File: src/rtl/opcode_stream_decoder.sv
module opcode_stream_decoder (
  input  logic       clk,
  input  logic       rst_n,
  input  logic [7:0] in_byte,
  input  logic       in_valid,
  output logic       in_ready,
  output logic       out_valid,
  input  logic       out_ready,
  output logic [3:0] out_class,
  output logic [2:0] out_alu,
  output logic [4:0] out_dst,
  output logic [4:0] out_src,
  output logic [3:0] out_cond,
  output logic [1:0] out_imm,
  output logic [1:0] out_mode,
  output logic       trap,
  output logic [7:0] trap_prefix,
  output logic [7:0] trap_code
);
  localparam logic [4:0] S_H = 5'd4, S_L = 5'd5, S_MHL = 5'd6, S_A = 5'd7;
  localparam logic [4:0] S_IXH = 5'd8, S_IXL = 5'd9, S_IYH = 5'd10, S_IYL = 5'd11;
  localparam logic [4:0] S_BC = 5'd12, S_DE = 5'd13, S_HL = 5'd14, S_SP = 5'd15;
  localparam logic [4:0] S_IX = 5'd16, S_IY = 5'd17, S_IMM = 5'd18, S_NONE = 5'd19;
  localparam logic [4:0] S_MIX = 5'd20, S_MIY = 5'd21, S_ABS = 5'd22, S_PORT = 5'd23;

  localparam logic [3:0] C_NOP = 4'd0, C_LD8 = 4'd1, C_LD16 = 4'd2, C_ALU = 4'd3;
  localparam logic [3:0] C_JR = 4'd4, C_JP = 4'd5, C_HALT = 4'd6, C_DI = 4'd7;
  localparam logic [3:0] C_EI = 4'd8, C_IM = 4'd9, C_IN = 4'd10;

  localparam logic [1:0] IDX_NONE = 2'd0, IDX_X = 2'd1, IDX_Y = 2'd2;
  localparam logic [1:0] ESC_NONE = 2'd0, ESC_BIT = 2'd1, ESC_EXT = 2'd2;

  logic [1:0] pfx_q, esc_q;
  logic       take;

  logic [3:0] d_cls;
  logic [2:0] d_alu;
  logic [4:0] d_dst, d_src;
  logic [3:0] d_cond;
  logic [1:0] d_imm, d_mode;
  logic       d_ok;

  assign in_ready = !trap && !(out_valid && !out_ready);
  assign take     = in_valid && in_ready;

  function automatic logic [4:0] reg_sel(input logic [2:0] r, input logic [1:0] p, input logic sub);
    case (r)
      3'd4:    reg_sel = (sub && p == IDX_X) ? S_IXH : (sub && p == IDX_Y) ? S_IYH : S_H;
      3'd5:    reg_sel = (sub && p == IDX_X) ? S_IXL : (sub && p == IDX_Y) ? S_IYL : S_L;
      3'd6:    reg_sel = (p == IDX_X) ? S_MIX : (p == IDX_Y) ? S_MIY : S_MHL;
      default: reg_sel = {2'b00, r};
    endcase
  endfunction

  function automatic logic [4:0] pair_sel(input logic [1:0] q, input logic [1:0] p);
    case (q)
      2'd0:    pair_sel = S_BC;
      2'd1:    pair_sel = S_DE;
      2'd2:    pair_sel = (p == IDX_X) ? S_IX : (p == IDX_Y) ? S_IY : S_HL;
      default: pair_sel = S_SP;
    endcase
  endfunction

  always_comb begin
    logic [2:0] fd, fs;
    fd     = in_byte[5:3];
    fs     = in_byte[2:0];
    d_cls  = C_NOP;
    d_alu  = 3'd0;
    d_dst  = S_NONE;
    d_src  = S_NONE;
    d_cond = 4'd0;
    d_imm  = 2'd0;
    d_mode = 2'd0;
    d_ok   = 1'b0;
    if (esc_q == ESC_BIT) begin
      d_ok = 1'b0;
    end else if (esc_q == ESC_EXT) begin
      d_cls = C_IM;
      case (in_byte)
        8'h46: begin d_ok = 1'b1; d_mode = 2'd0; end
        8'h56: begin d_ok = 1'b1; d_mode = 2'd1; end
        8'h5E: begin d_ok = 1'b1; d_mode = 2'd2; end
        default: d_ok = 1'b0;
      endcase
    end else begin
      case (in_byte[7:6])
        2'b01: begin
          d_ok = 1'b1;
          if (in_byte == 8'h76) d_cls = C_HALT;
          else begin
            d_cls = C_LD8;
            d_dst = reg_sel(fd, pfx_q, !(fd == 3'd6 || fs == 3'd6));
            d_src = reg_sel(fs, pfx_q, !(fd == 3'd6 || fs == 3'd6));
          end
        end
        2'b10: begin
          d_ok  = 1'b1;
          d_cls = C_ALU;
          d_alu = fd;
          d_dst = S_A;
          d_src = reg_sel(fs, pfx_q, 1'b1);
        end
        2'b00: begin
          if (in_byte == 8'h00) d_ok = 1'b1;
          else if (fs == 3'b001 && !in_byte[3]) begin
            d_ok = 1'b1; d_cls = C_LD16; d_dst = pair_sel(in_byte[5:4], pfx_q);
            d_src = S_IMM; d_imm = 2'd2;
          end else if (fs == 3'b110) begin
            d_ok = 1'b1; d_cls = C_LD8; d_dst = reg_sel(fd, pfx_q, 1'b1);
            d_src = S_IMM; d_imm = 2'd1;
          end else if (in_byte == 8'h18) begin
            d_ok = 1'b1; d_cls = C_JR; d_imm = 2'd1;
          end else if (fs == 3'b000 && in_byte[5]) begin
            d_ok = 1'b1; d_cls = C_JR; d_imm = 2'd1;
            d_cond = {2'b00, in_byte[4:3]} + 4'd1;
          end else if (in_byte == 8'h32) begin
            d_ok = 1'b1; d_cls = C_LD8; d_dst = S_ABS; d_src = S_A; d_imm = 2'd2;
          end
        end
        default: begin
          if (in_byte == 8'hC3) begin
            d_ok = 1'b1; d_cls = C_JP; d_imm = 2'd2;
          end else if (fs == 3'b010) begin
            d_ok = 1'b1; d_cls = C_JP; d_imm = 2'd2; d_cond = {1'b0, fd} + 4'd1;
          end else if (in_byte == 8'hDB) begin
            d_ok = 1'b1; d_cls = C_IN; d_dst = S_A; d_src = S_PORT; d_imm = 2'd1;
          end else if (in_byte == 8'hF3) begin
            d_ok = 1'b1; d_cls = C_DI;
          end else if (in_byte == 8'hFB) begin
            d_ok = 1'b1; d_cls = C_EI;
          end else if (in_byte == 8'hFE) begin
            d_ok = 1'b1; d_cls = C_ALU; d_alu = 3'd7; d_dst = S_A; d_src = S_IMM; d_imm = 2'd1;
          end
        end
      endcase
    end
  end

  always_ff @(posedge clk) begin
    if (!rst_n) begin
      pfx_q       <= IDX_NONE;
      esc_q       <= ESC_NONE;
      out_valid   <= 1'b0;
      out_class   <= C_NOP;
      out_alu     <= 3'd0;
      out_dst     <= S_NONE;
      out_src     <= S_NONE;
      out_cond    <= 4'd0;
      out_imm     <= 2'd0;
      out_mode    <= 2'd0;
      trap        <= 1'b0;
      trap_prefix <= 8'h00;
      trap_code   <= 8'h00;
    end else begin
      if (out_valid && out_ready) out_valid <= 1'b0;
      if (take) begin
        if (esc_q == ESC_NONE && (in_byte == 8'hDD || in_byte == 8'hFD)) begin
          pfx_q <= (in_byte == 8'hDD) ? IDX_X : IDX_Y;
        end else if (esc_q == ESC_NONE && (in_byte == 8'hCB || in_byte == 8'hED)) begin
          esc_q <= (in_byte == 8'hCB) ? ESC_BIT : ESC_EXT;
        end else begin
          pfx_q <= IDX_NONE;
          esc_q <= ESC_NONE;
          if (d_ok) begin
            out_valid <= 1'b1;
            out_class <= d_cls;
            out_alu   <= d_alu;
            out_dst   <= d_dst;
            out_src   <= d_src;
            out_cond  <= d_cond;
            out_imm   <= d_imm;
            out_mode  <= d_mode;
          end else begin
            trap        <= 1'b1;
            trap_code   <= in_byte;
            trap_prefix <= (esc_q == ESC_BIT) ? 8'hCB :
                           (esc_q == ESC_EXT) ? 8'hED :
                           (pfx_q == IDX_X)   ? 8'hDD :
                           (pfx_q == IDX_Y)   ? 8'hFD : 8'h00;
          end
        end
      end
    end
  end
endmodule


File: config.mk
export PLATFORM = sky130hd
export DESIGN_NAME = opcode_stream_decoder
export DESIGN_NICKNAME = d
export VERILOG_FILES = /design/src/rtl/opcode_stream_decoder.sv
export SDC_FILE = /design/constraint.sdc
export NUM_CORES = 1
export LEC_CHECK = 0
export ABC_CLOCK_PERIOD_IN_PS = 4600
export CORE_ASPECT_RATIO = 0.6
export CORE_MARGIN = 2
export CORE_UTILIZATION = 35
export CTS_CLUSTER_DIAMETER = 150
export CTS_CLUSTER_SIZE = 30
export DETAILED_ROUTE_END_ITERATION = 8
export SYNTH_ARGS = -nofsm -noshare
export SYNTH_HDL_FRONTEND = slang
export SYNTH_SLANG_ARGS = --single-unit
File: constraint.sdc
create_clock -name clk -period 4.6 [get_ports clk]
set_input_delay 0.92 -clock clk [delete_from_list [all_inputs] [get_ports clk]]
set_output_delay 0.92 -clock clk [all_outputs]
set_load 0.005 [all_outputs]
==> summary.txt <==
Die
  • Row cnt: 26
  • Chip Height: 77.3 um
  • Die extent in x: 126 um
  • Core area: 0.00859 mm2
  • IO Pins: 56
  • Starting density of the core: 0.365
  • Die area: 0.00975 mm2

Timing
  • Min Clock Period, post-route: 3980 ps
  • Crit share post-route: 0.865
  • Final setup TNS: 0 ps
  • Worst-margin pin slew: 1160 ps
  • Final slew viol count: 0
  • Relative slew slack: 0.223
  • Setup violations, final: 0
  • Fmax: 0.251 GHz
  • Unrepaired setup endpoints after global routing: no
  • Final Hold Fails: 0
  • Post-route clock skew: 2.90 ps

Global route
  • First-pass GRT wire length: 16.5 mm
  • Largest net degree at the start of global routing: 36
  • Number of global-route vias before repair: 3093
  • Initial antenna violation count: 0
  • Gr ovfl total: 0
  • Gr usage total: 0.212

Worst setup path
  • CP peak stage delay: 910 ps
  • CP required: 4810 ps
  • Worst path slowest cell: o211ai_4
  • Worst setup EP type: register
  • Crit path DAT: 4190 ps
  • Maximum net fanout on the critical path: 26
  • Startpoint types: input port
  • CP startpoint: in_byte[2]
  • CP Buf/Inv Count: 1
  • CP top delay family: compound AO/OA/AOI/OAI gates
  • Crit-path cells: clkdlybuf4s50_1 > nor4_1 > a311o_1 > nor4_2 > nor2_2 > o211ai_4 > mux2i_1
  • WS Path Type: in2reg
  • Worst R2R Start: out_valid

Layout
  • ANT cells: 0
  • Nets: 466
  • Layout cells sized above 1: 0.101
  • Synth-to-layout area growth: 26.2%
  • Footprint of the multi-input gates: 0.00200 mm2
  • Reg area: 881 um2
  • Finished Layout Cells: 556
  • Layout fillers: 877

Synth
  • Async SR Flop Fraction: 0
  • Netlist cell types: 70
  • Dominant synthesized flop cell: dfxtp_1
  • Post-Syn Area: 0.00313 mm2
  • Cell with the most instances after synthesis: nand2_1
  • Synth cell count leaders: nand2_1, dfxtp_1, mux2i_1
  • Syn nets: 419
  • Mean Syn Cell Area: 7.91 um2
  • Dominant cell type by area after synthesis: dfxtp_1
  • Warnings from Yosys: 0
  • Mapped Cells: 396
  • Synth area leaders: dfxtp_1, mux2i_1, nand2_1
  • Flop and latch count out of synthesis: 44
  • Sequential cell area fraction in the yosys report: 0.281
  • EDFF count, synth: 0
  • Synth top area share: 0.281

Hold path
  • Worst Hold Class: reg2reg
  • Startpoint of the worst hold path: out_alu[1]

Placement
  • Cell Count Post-Placement: 548
  • Placer Congestion: 0.968
  • Final HPWL DP: 7.63 mm
  • Port buffer count: 55

Power and ir drop
  • Leak: 1.56 nW
  • Cell Pwr Density: 277 mW/mm2
  • VDD IR max: 0.167 mV

Clocking
  • Clock Sinks: 44
  • Clk buf depth: 2
  • Postcts setup bufs: 0
  • Hold Buf Count CTS: 0
  • H-tree depth: 2
  • Root Driver: clkbuf_16
  • CTS buffer count: 5
  • TritonCTS clock tree: yes
  • Clock latency on the worst-skew pair: 290 ps
  • Cts repair resizes: 0
  • Clock-pin transition on the worst setup and hold timing paths: 60 ps

Detailed routing
  • Drt first pass iters: 5
  • Vias per cell: 5.75
  • Antenna-violating nets left: 0
  • Via count: 3198
  • Wirelength per Cell: 17.8 um
  • Detailed Route Iter0 Violations: 291
  • # DRC: 0
  • Final wirelength: 9.88 mm

Outcome
  • Status: finished, final reports clean

Run
  • Maxcap violations: 0
[cell families (layout without fill, tap and decap cells)]
group,Yosys count,count (layout),synth area share
and+or+nand+nor,166,166,0.273
AOI/OAI and AO/OA,90,90,0.204
buffers and inverters,49,97,0.0835
DFF,44,44,0.281
muxes,32,32,0.102
adders and majority gates,14,14,0.0535
xor gates and xnor gates,1,1,0.00280
[per-stage QoR]
stage                     setup slack (ps)  hold slack [ps]  utilization  instance area [um2]  total power (W)
after floorplan                       1750              451            -                 3130         0.000574
final                                  620              459        0.460                 3950          0.00109
after detailed placement               352              453        0.439                 3770         0.000669
after CTS                              641              462        0.460                 3950          0.00111
after global routing                   432              485        0.460                 3950          0.00115
after global placement                 544              444        0.439                 3770         0.000667
[sequential cells by signal, indices dropped and copies added, names as in the netlist, 3 cells and up]
name / flops
trap_code: 8
out_dst: 5
out_alu: 3
out_cond: 4
out_class: 4
out_src: 5
trap_prefix: 5
[path summary, 6_finish.rpt]
kind | end | slack (ps) | cells past startpoint
worst min-delay path | out_alu[1] | 460 | 2
worst max-delay path | out_cond[1] | 620 | 7
worst min register to register | out_alu[1] | 460 | 2
worst max register to register | trap_code[1] | 1990 | 6
[power breakdown]
part	switching (W)	total, W	internal [W]
clock	0.000146	0.000432	0.000286
combinational	0.000137	0.000252	0.000115
sequential	0.0000108	0.000410	0.000400
[layer usage]
layer / routed length, um / up-vias / track usage
met2: 3650 / 175 / 0.273
met4: 144 / 0 / 0.0527
met1: 4890 / 1496 / 0.321
li1: - / 1513 / -
met3: 1190 / 14 / 0.0830
met5: 0 / - / 0
[worst register-to-register path, cell delays in order (launching register included)]
cell and delay, ps:
dfxtp_1 320, nor2b_1 140, nor3b_1 670, o21a_1 340
nand2_1 330, nor2_2 490, mux2i_1 240
[cells in the final DEF, fill, tap and decap left out, drive strengths merged, types with 2 or more instances in the layout]
cell | netlist | final
nand2 | 58 | 58
clkdlybuf4s50 | 0 | 55
dfxtp | 44 | 44
nor2 | 33 | 33
mux2i | 32 | 32
a21oi | 22 | 22
o21ai | 20 | 20
buf | 21 | 19
inv | 14 | 14
nor3 | 11 | 11
ha | 11 | 11
nand3 | 8 | 8
or3 | 8 | 8
nand3b | 7 | 7
clkbuf | 13 | 7
nor4 | 6 | 6
nor2b | 5 | 5
nand4 | 5 | 5
a31oi | 5 | 5
nor3b | 4 | 4
or2 | 4 | 4
a211oi | 4 | 4
nand2b | 3 | 3
o22ai | 3 | 3
a21o | 3 | 3
maj3 | 3 | 3
a221oi | 3 | 3
o211ai | 3 | 3
o32ai | 3 | 3
o31ai | 2 | 2
and2b | 2 | 2
o21a | 2 | 2
a2bb2oi | 2 | 2
a41oi | 2 | 2
and3 | 2 | 2
and2 | 2 | 2
o211a | 2 | 2
nor4b | 2 | 2
[cell type report]
type / count / share of cell area
clock buffer: 7 / 0.0386
clock inverter: 1 / 0.00760
inverter: 15 / 0.0142
multi-input combinational: 303 / 0.506
sequential: 44 / 0.223
tap: 112 / 0.0355
timing repair buffer: 74 / 0.175
Power figures use the tool's default switching activity.
